File: config.mk
export PLATFORM = sky130hd
export DESIGN_NAME = pmu_counter_bank
export DESIGN_NICKNAME = d
export VERILOG_FILES = /design/src/rtl/pmu_bank_pkg.sv /design/src/rtl/pmu_ctrl_regs.sv /design/src/rtl/pmu_counter_slice.sv /design/src/rtl/pmu_ovf_irq.sv /design/src/rtl/pmu_counter_bank.sv
export SDC_FILE = /design/constraint.sdc
export NUM_CORES = 2
export LEC_CHECK = 0
export BUFFER_PORTS_ARGS = -buffer_cell sky130_fd_sc_hd__clkbuf_2
export CORE_MARGIN = 5
export CORE_UTILIZATION = 35
export DETAILED_ROUTE_END_ITERATION = 8
export PLACE_DENSITY = 0.63
export SLEW_MARGIN = 0
export SYNTH_ARGS = -nofsm -noshare
export SYNTH_HDL_FRONTEND = slang
export SYNTH_SLANG_ARGS = --single-unit
File: constraint.sdc
create_clock -name clk -period 3.5 [get_ports clk]
set_input_delay 0.7 -clock clk [delete_from_list [all_inputs] [get_ports clk]]
set_output_delay 0.7 -clock clk [all_outputs]
set_load 0.05 [all_outputs]
File: src/rtl/pmu_bank_pkg.sv
package pmu_bank_pkg;
  localparam int NUM_CTR   = 10;
  localparam int LO_CNT    = 8;
  localparam int HI_CNT    = NUM_CTR - LO_CNT;
  localparam int FIXED_CTR = 2;
  localparam int SEL_CTR   = NUM_CTR - FIXED_CTR;
  localparam int SEL_PER_REG = 4;
  localparam int DATA_W    = 64;
  localparam int ADDR_W    = 5;
  localparam int CTR_BASE  = 16;

  localparam logic [ADDR_W-1:0] A_CTRL = 5'd0;
  localparam logic [ADDR_W-1:0] A_FILT = 5'd1;
  localparam logic [ADDR_W-1:0] A_SELA = 5'd2;
  localparam logic [ADDR_W-1:0] A_SELB = 5'd3;
  localparam logic [ADDR_W-1:0] A_OVF  = 5'd4;

  localparam int CTRL_EN_LO   = 0;
  localparam int CTRL_MODE    = 8;
  localparam int CTRL_ACT     = 10;
  localparam int CTRL_IE_LO   = 16;
  localparam int CTRL_EN_HI   = 32;
  localparam int CTRL_IE_HI   = 40;
  localparam int FILT_USR_LO  = 0;
  localparam int FILT_KRN_LO  = 8;
  localparam int FILT_USR_HI  = 32;
  localparam int FILT_KRN_HI  = 34;

  typedef enum logic [1:0] {
    IRQ_OFF  = 2'd0,
    IRQ_FAST = 2'd1,
    IRQ_STD  = 2'd2,
    IRQ_PARK = 2'd3
  } irq_mode_e;
endpackage

File: src/rtl/pmu_ctrl_regs.sv
module pmu_ctrl_regs
  import pmu_bank_pkg::*;
#(
  parameter int EVT_W = 8
) (
  input  logic                          clk,
  input  logic                          rst_n,
  input  logic                          wr_i,
  input  logic [ADDR_W-1:0]             addr_i,
  input  logic [DATA_W-1:0]             wdata_i,
  output logic [NUM_CTR-1:0]            cnt_en_o,
  output logic [NUM_CTR-1:0]            irq_en_o,
  output logic [NUM_CTR-1:0]            usr_en_o,
  output logic [NUM_CTR-1:0]            krn_en_o,
  output logic [NUM_CTR-1:0][EVT_W-1:0] sel_o,
  output irq_mode_e                     mode_o,
  output logic [DATA_W-1:0]             ctrl_rd_o,
  output logic [DATA_W-1:0]             filt_rd_o,
  output logic [DATA_W-1:0]             sela_rd_o,
  output logic [DATA_W-1:0]             selb_rd_o
);
  logic [NUM_CTR-1:0]            cnt_en_q, irq_en_q, usr_en_q, krn_en_q;
  logic [SEL_CTR-1:0][EVT_W-1:0] sel_q;
  irq_mode_e                     mode_q;

  wire ctrl_hit = wr_i && (addr_i == A_CTRL);
  wire filt_hit = wr_i && (addr_i == A_FILT);
  wire sela_hit = wr_i && (addr_i == A_SELA);
  wire selb_hit = wr_i && (addr_i == A_SELB);

  always_ff @(posedge clk or negedge rst_n) begin
    if (!rst_n) begin
      cnt_en_q <= '0;
      irq_en_q <= '0;
      mode_q   <= IRQ_OFF;
    end else if (ctrl_hit) begin
      cnt_en_q[LO_CNT-1:0]       <= wdata_i[CTRL_EN_LO +: LO_CNT];
      cnt_en_q[NUM_CTR-1:LO_CNT] <= wdata_i[CTRL_EN_HI +: HI_CNT];
      irq_en_q[LO_CNT-1:0]       <= wdata_i[CTRL_IE_LO +: LO_CNT];
      irq_en_q[NUM_CTR-1:LO_CNT] <= wdata_i[CTRL_IE_HI +: HI_CNT];
      mode_q                     <= irq_mode_e'(wdata_i[CTRL_MODE +: 2]);
    end
  end

  always_ff @(posedge clk or negedge rst_n) begin
    if (!rst_n) begin
      usr_en_q <= '0;
      krn_en_q <= '0;
    end else if (filt_hit) begin
      usr_en_q[LO_CNT-1:0]       <= wdata_i[FILT_USR_LO +: LO_CNT];
      krn_en_q[LO_CNT-1:0]       <= wdata_i[FILT_KRN_LO +: LO_CNT];
      usr_en_q[NUM_CTR-1:LO_CNT] <= wdata_i[FILT_USR_HI +: HI_CNT];
      krn_en_q[NUM_CTR-1:LO_CNT] <= wdata_i[FILT_KRN_HI +: HI_CNT];
    end
  end

  // Select fields: counters 2..5 in the first register, 6..9 in the second.
  always_ff @(posedge clk or negedge rst_n) begin
    if (!rst_n) begin
      sel_q <= '0;
    end else begin
      for (int j = 0; j < SEL_CTR; j++) begin
        if (j < SEL_PER_REG) begin
          if (sela_hit) sel_q[j] <= wdata_i[j*EVT_W +: EVT_W];
        end else begin
          if (selb_hit) sel_q[j] <= wdata_i[(j-SEL_PER_REG)*EVT_W +: EVT_W];
        end
      end
    end
  end

  always_comb begin
    sela_rd_o = '0;
    selb_rd_o = '0;
    for (int j = 0; j < SEL_CTR; j++) begin
      if (j < SEL_PER_REG) sela_rd_o[j*EVT_W +: EVT_W] = sel_q[j];
      else                 selb_rd_o[(j-SEL_PER_REG)*EVT_W +: EVT_W] = sel_q[j];
    end
  end

  always_comb begin
    ctrl_rd_o = '0;
    ctrl_rd_o[CTRL_EN_LO +: LO_CNT] = cnt_en_q[LO_CNT-1:0];
    ctrl_rd_o[CTRL_EN_HI +: HI_CNT] = cnt_en_q[NUM_CTR-1:LO_CNT];
    ctrl_rd_o[CTRL_IE_LO +: LO_CNT] = irq_en_q[LO_CNT-1:0];
    ctrl_rd_o[CTRL_IE_HI +: HI_CNT] = irq_en_q[NUM_CTR-1:LO_CNT];
    ctrl_rd_o[CTRL_MODE +: 2]       = mode_q;
    filt_rd_o = '0;
    filt_rd_o[FILT_USR_LO +: LO_CNT] = usr_en_q[LO_CNT-1:0];
    filt_rd_o[FILT_KRN_LO +: LO_CNT] = krn_en_q[LO_CNT-1:0];
    filt_rd_o[FILT_USR_HI +: HI_CNT] = usr_en_q[NUM_CTR-1:LO_CNT];
    filt_rd_o[FILT_KRN_HI +: HI_CNT] = krn_en_q[NUM_CTR-1:LO_CNT];
  end

  generate
    for (genvar i = 0; i < NUM_CTR; i++) begin : g_sel
      if (i < FIXED_CTR) begin : g_fixed
        assign sel_o[i] = '0;
      end else begin : g_prog
        assign sel_o[i] = sel_q[i-FIXED_CTR];
      end
    end
  endgenerate

  assign cnt_en_o = cnt_en_q;
  assign irq_en_o = irq_en_q;
  assign usr_en_o = usr_en_q;
  assign krn_en_o = krn_en_q;
  assign mode_o   = mode_q;

  // a control write is visible on the enable outputs one edge later
  a_r5_ctrl_write: assert property (@(posedge clk) disable iff (!rst_n)
    ctrl_hit |=> cnt_en_o[LO_CNT-1:0] == $past(wdata_i[CTRL_EN_LO +: LO_CNT]));
endmodule

File: src/rtl/pmu_counter_slice.sv
module pmu_counter_slice #(
  parameter int CNT_W = 48
) (
  input  logic             clk,
  input  logic             rst_n,
  input  logic             event_i,
  input  logic             en_i,
  input  logic             usr_en_i,
  input  logic             krn_en_i,
  input  logic             priv_kernel_i,
  input  logic             wr_i,
  input  logic [CNT_W-1:0] wdata_i,
  output logic [CNT_W-1:0] value_o,
  output logic             ovf_pulse_o
);
  localparam int MSB = CNT_W - 1;

  logic [CNT_W-1:0] value_q;
  logic [CNT_W-1:0] incr;
  logic             level_ok, inc;

  assign level_ok    = priv_kernel_i ? krn_en_i : usr_en_i;
  assign inc         = event_i && en_i && level_ok;
  assign incr        = value_q + CNT_W'(1);
  assign ovf_pulse_o = inc && !wr_i && !value_q[MSB] && incr[MSB];

  always_ff @(posedge clk or negedge rst_n) begin
    if (!rst_n)      value_q <= '0;
    else if (wr_i)   value_q <= wdata_i;
    else if (inc)    value_q <= incr;
  end

  assign value_o = value_q;

  // software write always lands, even with a live event
  a_r8_write_wins: assert property (@(posedge clk) disable iff (!rst_n)
    wr_i |=> value_o == $past(wdata_i));
  // no count and no write leaves the value alone
  a_r5_hold: assert property (@(posedge clk) disable iff (!rst_n)
    (!wr_i && !inc) |=> $stable(value_o));
  // rollover from all ones to zero
  a_r6_wrap: assert property (@(posedge clk) disable iff (!rst_n)
    (inc && !wr_i && (&value_o)) |=> value_o == '0);
  // an overflow pulse leaves the top bit set
  a_r6_ovf_msb: assert property (@(posedge clk) disable iff (!rst_n)
    ovf_pulse_o |=> value_o[MSB]);
endmodule

File: src/rtl/pmu_ovf_irq.sv
module pmu_ovf_irq
  import pmu_bank_pkg::*;
(
  input  logic               clk,
  input  logic               rst_n,
  input  logic [NUM_CTR-1:0] ovf_pulse_i,
  input  logic [NUM_CTR-1:0] irq_en_i,
  input  irq_mode_e          mode_i,
  input  logic               clr_wr_i,
  input  logic [NUM_CTR-1:0] clr_mask_i,
  input  logic               act_wr_i,
  input  logic               act_wdata_i,
  output logic [NUM_CTR-1:0] ovf_o,
  output logic               act_o,
  output logic               irq_fast_o,
  output logic               irq_std_o
);
  logic [NUM_CTR-1:0] ovf_q, clr_eff, keep;
  logic               act_q, mode_on, req;

  assign clr_eff = clr_wr_i ? clr_mask_i : '0;
  assign keep    = ovf_q & ~clr_eff;
  assign mode_on = (mode_i == IRQ_FAST) || (mode_i == IRQ_STD);
  assign req     = mode_on && |(ovf_q & irq_en_i);

  always_ff @(posedge clk or negedge rst_n) begin
    if (!rst_n) begin
      ovf_q <= '0;
      act_q <= 1'b0;
    end else begin
      ovf_q <= keep | ovf_pulse_i;
      act_q <= (act_wr_i ? act_wdata_i : act_q) | req;
    end
  end

  assign ovf_o      = ovf_q;
  assign act_o      = act_q;
  assign irq_fast_o = req && (mode_i == IRQ_FAST);
  assign irq_std_o  = req && (mode_i == IRQ_STD);

  // bits not cleared stay set
  a_r7_sticky: assert property (@(posedge clk) disable iff (!rst_n)
    1'b1 |=> (ovf_o & $past(keep)) == $past(keep));
  // a new overflow always lands, even against a clear
  a_r7_set_wins: assert property (@(posedge clk) disable iff (!rst_n)
    (|ovf_pulse_i) |=> (ovf_o & $past(ovf_pulse_i)) == $past(ovf_pulse_i));
  // a request raises the active flag
  a_r10_active: assert property (@(posedge clk) disable iff (!rst_n)
    req |=> act_o);
  // off and parked modes stay quiet; lines are exclusive
  a_r9_quiet: assert property (@(posedge clk) disable iff (!rst_n)
    (mode_i == IRQ_OFF || mode_i == IRQ_PARK) |-> !(irq_fast_o || irq_std_o));
  a_r9_exclusive: assert property (@(posedge clk) disable iff (!rst_n)
    $onehot0({irq_fast_o, irq_std_o}));
endmodule

File: src/rtl/pmu_counter_bank.sv
module pmu_counter_bank
  import pmu_bank_pkg::*;
#(
  parameter int CNT_W = 48,
  parameter int EVT_W = 8
) (
  input  logic                  clk,
  input  logic                  rst_n,
  input  logic                  reg_wr_i,
  input  logic [ADDR_W-1:0]     reg_addr_i,
  input  logic [DATA_W-1:0]     reg_wdata_i,
  output logic [DATA_W-1:0]     reg_rdata_o,
  input  logic [(1<<EVT_W)-1:0] evt_vec_i,
  input  logic                  inst_ret_i,
  input  logic                  priv_kernel_i,
  output logic                  irq_fast_o,
  output logic                  irq_std_o
);
  logic [NUM_CTR-1:0]            cnt_en, irq_en, usr_en, krn_en;
  logic [NUM_CTR-1:0][EVT_W-1:0] sel;
  irq_mode_e                     mode;
  logic [DATA_W-1:0]             ctrl_rd, filt_rd, sela_rd, selb_rd;
  logic [NUM_CTR-1:0][CNT_W-1:0] ctr_val;
  logic [NUM_CTR-1:0]            ovf_pulse, ovf_bits, ctr_evt, ctr_wr;
  logic                          act;

  pmu_ctrl_regs #(.EVT_W(EVT_W)) u_regs (
    .clk       (clk),
    .rst_n     (rst_n),
    .wr_i      (reg_wr_i),
    .addr_i    (reg_addr_i),
    .wdata_i   (reg_wdata_i),
    .cnt_en_o  (cnt_en),
    .irq_en_o  (irq_en),
    .usr_en_o  (usr_en),
    .krn_en_o  (krn_en),
    .sel_o     (sel),
    .mode_o    (mode),
    .ctrl_rd_o (ctrl_rd),
    .filt_rd_o (filt_rd),
    .sela_rd_o (sela_rd),
    .selb_rd_o (selb_rd)
  );

  generate
    for (genvar i = 0; i < NUM_CTR; i++) begin : g_ctr
      if (i == 0) begin : g_cycles
        assign ctr_evt[i] = 1'b1;
      end else if (i == 1) begin : g_insts
        assign ctr_evt[i] = inst_ret_i;
      end else begin : g_select
        assign ctr_evt[i] = evt_vec_i[sel[i]];
      end
      assign ctr_wr[i] = reg_wr_i && (reg_addr_i == ADDR_W'(CTR_BASE + i));

      pmu_counter_slice #(.CNT_W(CNT_W)) u_slice (
        .clk           (clk),
        .rst_n         (rst_n),
        .event_i       (ctr_evt[i]),
        .en_i          (cnt_en[i]),
        .usr_en_i      (usr_en[i]),
        .krn_en_i      (krn_en[i]),
        .priv_kernel_i (priv_kernel_i),
        .wr_i          (ctr_wr[i]),
        .wdata_i       (reg_wdata_i[CNT_W-1:0]),
        .value_o       (ctr_val[i]),
        .ovf_pulse_o   (ovf_pulse[i])
      );
    end
  endgenerate

  pmu_ovf_irq u_irq (
    .clk         (clk),
    .rst_n       (rst_n),
    .ovf_pulse_i (ovf_pulse),
    .irq_en_i    (irq_en),
    .mode_i      (mode),
    .clr_wr_i    (reg_wr_i && (reg_addr_i == A_OVF)),
    .clr_mask_i  (reg_wdata_i[NUM_CTR-1:0]),
    .act_wr_i    (reg_wr_i && (reg_addr_i == A_CTRL)),
    .act_wdata_i (reg_wdata_i[CTRL_ACT]),
    .ovf_o       (ovf_bits),
    .act_o       (act),
    .irq_fast_o  (irq_fast_o),
    .irq_std_o   (irq_std_o)
  );

  always_comb begin
    reg_rdata_o = '0;
    unique case (reg_addr_i)
      A_CTRL: begin
        reg_rdata_o           = ctrl_rd;
        reg_rdata_o[CTRL_ACT] = act;
      end
      A_FILT: reg_rdata_o = filt_rd;
      A_SELA: reg_rdata_o = sela_rd;
      A_SELB: reg_rdata_o = selb_rd;
      A_OVF:  reg_rdata_o[NUM_CTR-1:0] = ovf_bits;
      default: begin
        for (int i = 0; i < NUM_CTR; i++)
          if (reg_addr_i == ADDR_W'(CTR_BASE + i)) reg_rdata_o = DATA_W'(ctr_val[i]);
      end
    endcase
  end

  // counter 0 with enable and both filters advances by exactly one
  a_r2_cycle_count: assert property (@(posedge clk) disable iff (!rst_n)
    (cnt_en[0] && usr_en[0] && krn_en[0] && !ctr_wr[0])
      |=> ctr_val[0] == $past(ctr_val[0]) + CNT_W'(1));
endmodule

# Word-level counts from Yosys, hierarchy flattened
# Cells that the tools add are included.
[classes]
bitwise = 5
reduce_logical = 100
magnitude_cmp = 8
n_mux = 60
eq_ne = 16
addsub = 10
[op_table]
columns = ["op", "count"]
rows = [
  ["48-bit two-way mux", 21],
  ["64-bit two-way mux", 9],
  ["48-bit by 1-bit adder with 48-bit output, second input constant", 10],
  ["54-bit one-hot mux with 5 select lines", 1],
  ["8-bit by 9-bit < comparator with 1-bit output, second input constant", 8],
  ["1-bit logical AND", 67],
  ["1-bit binary-select mux with 8-bit select", 8],
  ["5-bit == test, second input constant", 10],
  ["10-bit one-hot mux with 5 select lines", 1],
  ["10-bit bitwise AND", 2],
  ["1-bit logical NOT", 20],
  ["2-bit nonzero test", 10],
  ["1-bit two-way mux", 19],
  ["5-bit by 2-bit == test with 1-bit output, second input constant", 2],
  ["10-bit two-way mux", 1],
  ["10-bit inverter", 1],
  ["10-bit OR", 1],
  ["10-bit OR reduction", 1],
  ["5-bit by 1-bit == test with 1-bit output, second input constant", 1],
  ["5-bit by 3-bit == test with 1-bit output, second input constant", 1],
  ["5-bit logical NOT", 1],
  ["2-bit by 1-bit == test with 1-bit output, second input constant", 1],
  ["2-bit == test, second input constant", 1],
  ["1-bit logical OR", 1],
  ["1-bit OR", 1],
]
[word_totals]
elab_cells = 224
in_bits = 330
register_bits = 597
out_inout_bits = 66

# Logic depth before layout (Yosys ltp)
[depth]
depth_word = 12
depth_mapped = 15
ltp_nobuf = 9

# By module
# Synthesis repeated with hierarchy kept, for this count alone.
[unflattened]
cells_unflattened = 6269
hier_area_um2 = 58949.0
[by_module_without_submodules]
columns = ["mod", "cells_per_inst", "n_inst", "seq_area_each_um2", "area_each_um2"]
rows = [
  ["pmu_counter_slice (g_ctr[1].u_slice ...)", 349, 9, 1201.2, 3071.7],
  ["pmu_counter_bank", 2249, 1, 0.0, 21886.0],
  ["pmu_ctrl_regs", 502, 1, 2652.5, 6055.8],
  ["pmu_counter_slice (g_ctr[0].u_slice)", 328, 1, 1201.2, 2835.2],
  ["pmu_ovf_irq", 49, 1, 275.3, 526.8],
]

# Worst setup path after synthesis
# Ideal clock, no wire load.
[synth_path]
path_kind = "input to output"
start = "input port reg_addr_i[2]"
end = "output port reg_rdata_o[11]"
slack_ns = -0.659
t_arrival_ns = 3.459
n_path_buf = 2
cell_stages = 8
t_required_ns = 2.800
cell_sequence = "or3_1 nor3b_1 clkbuf_1 clkbuf_1 a22oi_1 a31oi_1 a211oi_1 o21ai_0"
[synth_between]
elab_chain_cells = 12
elab_cells_between_ends = 26
classes_between = "eq/ne (14); mux (11); reduce/logical (1)"
[synth_rtl]
columns = ["item", "line_no", "source"]
rows = [
  ["start: declaration", "pmu_counter_bank.sv:10", "input logic [ADDR_W-1:0] reg_addr_i,"],
  ["5-bit == test", "pmu_counter_bank.sv:101", "if (reg_addr_i == ADDR_W'(CTR_BASE + i)) reg_rdata_o = DATA_W'(ctr_val[i]);"],
  ["48-bit two-way mux", "pmu_counter_bank.sv:101", ""],
  ["64-bit two-way mux (9 in a row)", "pmu_counter_bank.sv:101", ""],
  ["54-bit one-hot mux with 5 select lines *", "pmu_counter_bank.sv:90", "unique case (reg_addr_i)"],
  ["end: declaration", "pmu_counter_bank.sv:12", "output logic [DATA_W-1:0] reg_rdata_o,"],
]
# Every way passes the cells marked *; elsewhere a longest branch is shown, timed or not.

# Final worst setup path
[layout_path]
start = "input port reg_addr_i[2]"
end = "output port reg_rdata_o[15]"
# Same word-level chain as after synthesis.

==> results <==
- The clock network accounts for 20.4% of the total power.
- In this run the worst path has a maximum fanout of 8.
- The post-synthesis cell count is 5492.
- The buffer levels on the longest clock path is 3.
- Global routing consumed, over all layers together, 34.4% of the routing resources.
- The final-report hold violation count is 0.
- The beginning of the worst register-to-register path is u_regs.sel_o[16]$_DFFE_PN0P_.
- In this run, post-CTS hold repair placed 0 buffers.
- The effective utilization at floorplan is 35.1%.
- Across the VDD grid, the largest voltage drop is 291 uV.
- The path type of the worst setup path is in2out.
- Setup repair after global routing could not meet its margin everywhere.
- The sum of overflow across all layers after global routing is 0.
- The via count is 56800.
- Summed over all nets, the switching power comes to 15.1 mW.
- Derived from the worst setup path, the maximum achievable clock frequency is 260 MHz.
- The sequential share of the synthesized area is 28.5%.
- The TritonCTS clock tree is yes.
- Following the worst setup path forward leads to its endpoint at reg_rdata_o[15].
- After floorplanning, the core was sized to cover 149000 um2.
- The average wire length per cell after detail routing is 33.2 um.
- The data arrival time at the worst-slack endpoint is 3140 ps.
- The mapped netlist covers 52500 um2.
- The quantity of I/O buffers inserted on ports is 363.
- The first detailed-routing pass ran for 8 iterations.
- Once placement finished, the instance area stood at 64200 um2.
- The clock root buffer is clkbuf_16.
- The number of pins with negative max-slew slack in the final report is 0.
- The proportion of synthesized flip-flops having asynchronous set or reset is 100%.
- Measured along the x axis, the die boundary spans 397 um.
- The count of cells along the worst register-to-register path is 12.
- The average cell area after synthesis is 9.56 um2.
- The checks that failed: setup timing.
- The number of register bits inferred by synthesis is 597.
- The floorplan row count is 142.
- After detailed routing, the number of remaining DRC violations is 0.
- The worst-case register-to-register setup slack is -330 ps.
- Ranked by total cell area, the synthesized netlist is headed by dfrtp_1, mux4_2, xnor2_1.
- The most numerous cell on the critical path is clkbuf_16.
- Of the cells placed in the final design, the portion with a size suffix greater than 1 is 43.3%.
- Among all stages on the critical path, the largest delay is contributed by or3b_4.
- The worst register-to-register path ends at g_ctr[2].u_slice.value_o[43]$_DFFE_PN0P_.
- Dividing total power by cell area gives a power density of 491 nW/um2.
- Traced cell by cell, the critical path runs through clkbuf_16 -> or3b_4 -> buf_6 -> nor2_4 -> buf_12 -> a222oi_1 -> buf_4 -> a31oi_4 -> a21oi_2 -> o21ai_2 -> mux2i_1 -> o211ai_1 -> clkbuf_16.
- The count of pins on the block boundary is 396.
- Data on the critical path is required at its endpoint by 2800 ps.
- The worst path uses 110% of the clock period.
- The global-route wire length before repair is 396000 um.
- The area added between synthesis and finish is 39.7%.
- The internal power consumption is 20.9 mW.
- The final number of setup-violating endpoints is 286.
- The detailed placement HPWL is 212000 um.
- The clock period minus final worst setup slack is 3840 ps.
- In this run, placement finished with an instance count of 8320.
- Once detail routing completed, the nets flagged for antenna violations numbered 0.
- The overall routed net length is 288000 um.
- The critical path startpoint category is an input pin.
- The clock tree synthesis step divided the H-tree into 3 levels.
- The critical path starts at reg_addr_i[2].
- The number of enable flip-flop cells after synthesis is 0.
- The element type at the critical path end is an output port.
- The die covers 158000 um2.
- The initial antenna violation count came to 39.
- The top flip-flop cell by instance count after synthesis is dfrtp_1.
- In this design, the stage delay of the slowest critical-path cell is 490 ps.
- In the post-route analysis, the smallest setup slack over all paths is -345 ps.
- After clock tree synthesis, the clock-pin slew on the worst setup and hold paths is 60 ps.
- Buffers inserted during clock tree synthesis total 67.
- The clock skew is 30.3 ps.
- Excluding fillers, the count of instances in the completed layout stands at 8661.
- At the later pin of the worst-skew pair, clock insertion delay measures 650 ps.
- The slew at the pin closest to its max-slew limit is 1020 ps.
- Adding up every negative setup slack in the final design gives -43570 ps.
- The power share of the combinational group is 49.0%.
- The via count of the first global-routing pass is 53500.
- The share of synthesized area in the top cell type comes to 28.5%.
- The count of maximum capacitance violations is 0.
- The synthesized design spends more area on one cell type than any other, namely dfrtp_1.
- The switching power share of the total is 41.9%.
- The via density per instance is 6.56.
- The type of the worst min-delay path is in2async.
- The leakage power summed over all cells is 28.1 nW.
- The weighted congestion at the end of routability-driven global placement is 1.06.
- The number of sinks handled by clock tree synthesis is 597.
- The post-synthesis cell type count is 81.
- The sequential group share of total power is 30.6%.
- Before CTS, the worst setup slack after placement is -998 ps.
- The flow ran to the end, but the final reports show violations.
- In this run, the number of DRC markers left after iteration 0 of detailed routing was 8311.
- The floorplan die height is 397 um.
- The largest net degree at the start of global routing is 98.
- Yosys printed 0 warnings.
- The final layout contains 6910 nets.
- The relative slew slack is 30.0%.
- The final standard cell area without fillers is 73400 um2.
[routing by layer]
| layer | wire length [um] | vias up | GRT usage [%] |
|---|---|---|---|
| met5 | 231 | - | 0.0924 |
| li1 | - | 23000 | - |
| met2 | 120000 | 4466 | 49.7 |
| met4 | 23000 | 14 | 21.7 |
| met3 | 39900 | 1082 | 11.7 |
| met1 | 105000 | 28300 | 44.1 |
[power groups by stage]
stage | Clock, mW | Sequential (mW) | Combinational (mW)
6_report | 7.34 | 11.0 | 17.6
5_1_grt | 7.62 | 11.2 | 18.1
2_1_floorplan | 0 | 9.85 | 8.52
4_1_cts | 7.39 | 10.8 | 16.0
3_3_place_gp | 0 | 10.8 | 14.9
3_5_place_dp | 0 | 10.9 | 15.0
[cells in the mapped netlist, drive strengths merged, types with 13 or more instances]
library cell / n
dfrtp: 597
nand2: 554
mux4: 513
nor2: 468
o21ai: 325
clkbuf: 322
a21oi: 301
xnor2: 292
nand3: 229
a22oi: 184
buf: 167
mux2i: 163
mux2: 139
nor3: 119
xor2: 119
inv: 105
nor4: 102
a31oi: 98
nand4: 96
and3: 88
or3: 55
and2: 43
nor2b: 41
a222oi: 32
a22o: 31
and4: 29
nand2b: 25
a221oi: 24
o211ai: 22
o22ai: 20
a211oi: 17
or4: 17
or2: 15
o31ai: 13
[kinds of logic after synthesis]
kind of cell | count (synthesis) | share of synthesized area (%)
AND/OR/NAND/NOR | 1919 | 17.6
AO/OA/AOI/OAI | 1143 | 13.6
multiplexers | 815 | 28.1
flip-flops | 597 | 28.5
buffers and inverters | 594 | 5.02
XOR/XNOR | 411 | 6.86
adder cells (fa/ha/maj) | 12 | 0.286
other | 1 | 0.00714
[repair_timing]
action	in CTS	in global routing
buffers inserted	92	108
gates resized for setup	590	549
cloned	20	18
setup endpoints to repair	312	356
pin swaps	256	285
[through the flow]
step / power [mW] / hold slack [ps] / utilization (%)
floorplan: 18.4 / 404 / -
global placement: 25.7 / 471 / 42.9
detailed placement: 25.9 / 490 / 42.9
CTS: 34.2 / 83.7 / 46.9
global route: 36.9 / 115 / 49.1
finish: 36.0 / 78.2 / 49.1
[worst min-delay path by stage]
stage / startpoint / endpoint / cells after the start
after CTS: rst_n / g_ctr[1].u_slice.value_o[33]$_DFFE_PN0P_ / 1
after detailed placement: u_irq.act_o$_DFF_PN0_ / u_irq.act_o$_DFF_PN0_ / 1
after global placement: u_irq.act_o$_DFF_PN0_ / u_irq.act_o$_DFF_PN0_ / 1
final: rst_n / g_ctr[1].u_slice.value_o[33]$_DFFE_PN0P_ / 1
after global routing: rst_n / g_ctr[1].u_slice.value_o[33]$_DFFE_PN0P_ / 1
after floorplan: rst_n / g_ctr[0].u_slice.value_o[0]$_DFFE_PN0P_ / 0
[cell usage in the layout, fill, tap and decap left out, types with 35 or more instances in the layout]
cell and count:
nand3_2 43, and3_1 84, o21ai_0 161, nor3_1 63, mux2_2 133, clkbuf_16 86, a22oi_2 68, nand2_1 536
mux4_2 513, a21oi_1 200, clkbuf_2 310, a22oi_1 116, or3_1 50, nor2b_1 35, nor2_4 59, nand3_1 172
mux2i_1 147, nor4_1 84, nand4_1 94, and2_1 36, inv_1 103, buf_6 102, a31oi_1 66, nor2_1 399
xor2_1 117, o21ai_1 145, xnor2_1 267, buf_12 212, dfrtp_1 576, buf_4 796, a21oi_2 82
[cell type report]
class,instances,area [um2]
sequential,597,15000
tap,2016,2520
timing repair buffer,1481,14200
antenna,31,77.6
multi-input combinational,4316,39000
clock inverter,22,250
inverter,105,394
fill,13400,76100
clock buffer,93,1930
[worst max-delay path, delay by kind of cell]
family | cells | cell delay [ps]
buf+inv | 5 | 910
compound gates | 5 | 750
simple gates | 2 | 640
mux | 1 | 120
[sequential cells by signal, indices dropped and copies added (netlist names)]
signal,flops
u_regs.usr_en_o,10
u_irq.act_o,1
u_regs.sel_o,64
g_ctr.u_slice.value_o,480
u_regs.irq_en_o,10
u_regs.krn_en_o,10
u_irq.ovf_o,10
u_regs.mode_o,2
u_regs.cnt_en_o,10
(Power assumes the default switching activity.)
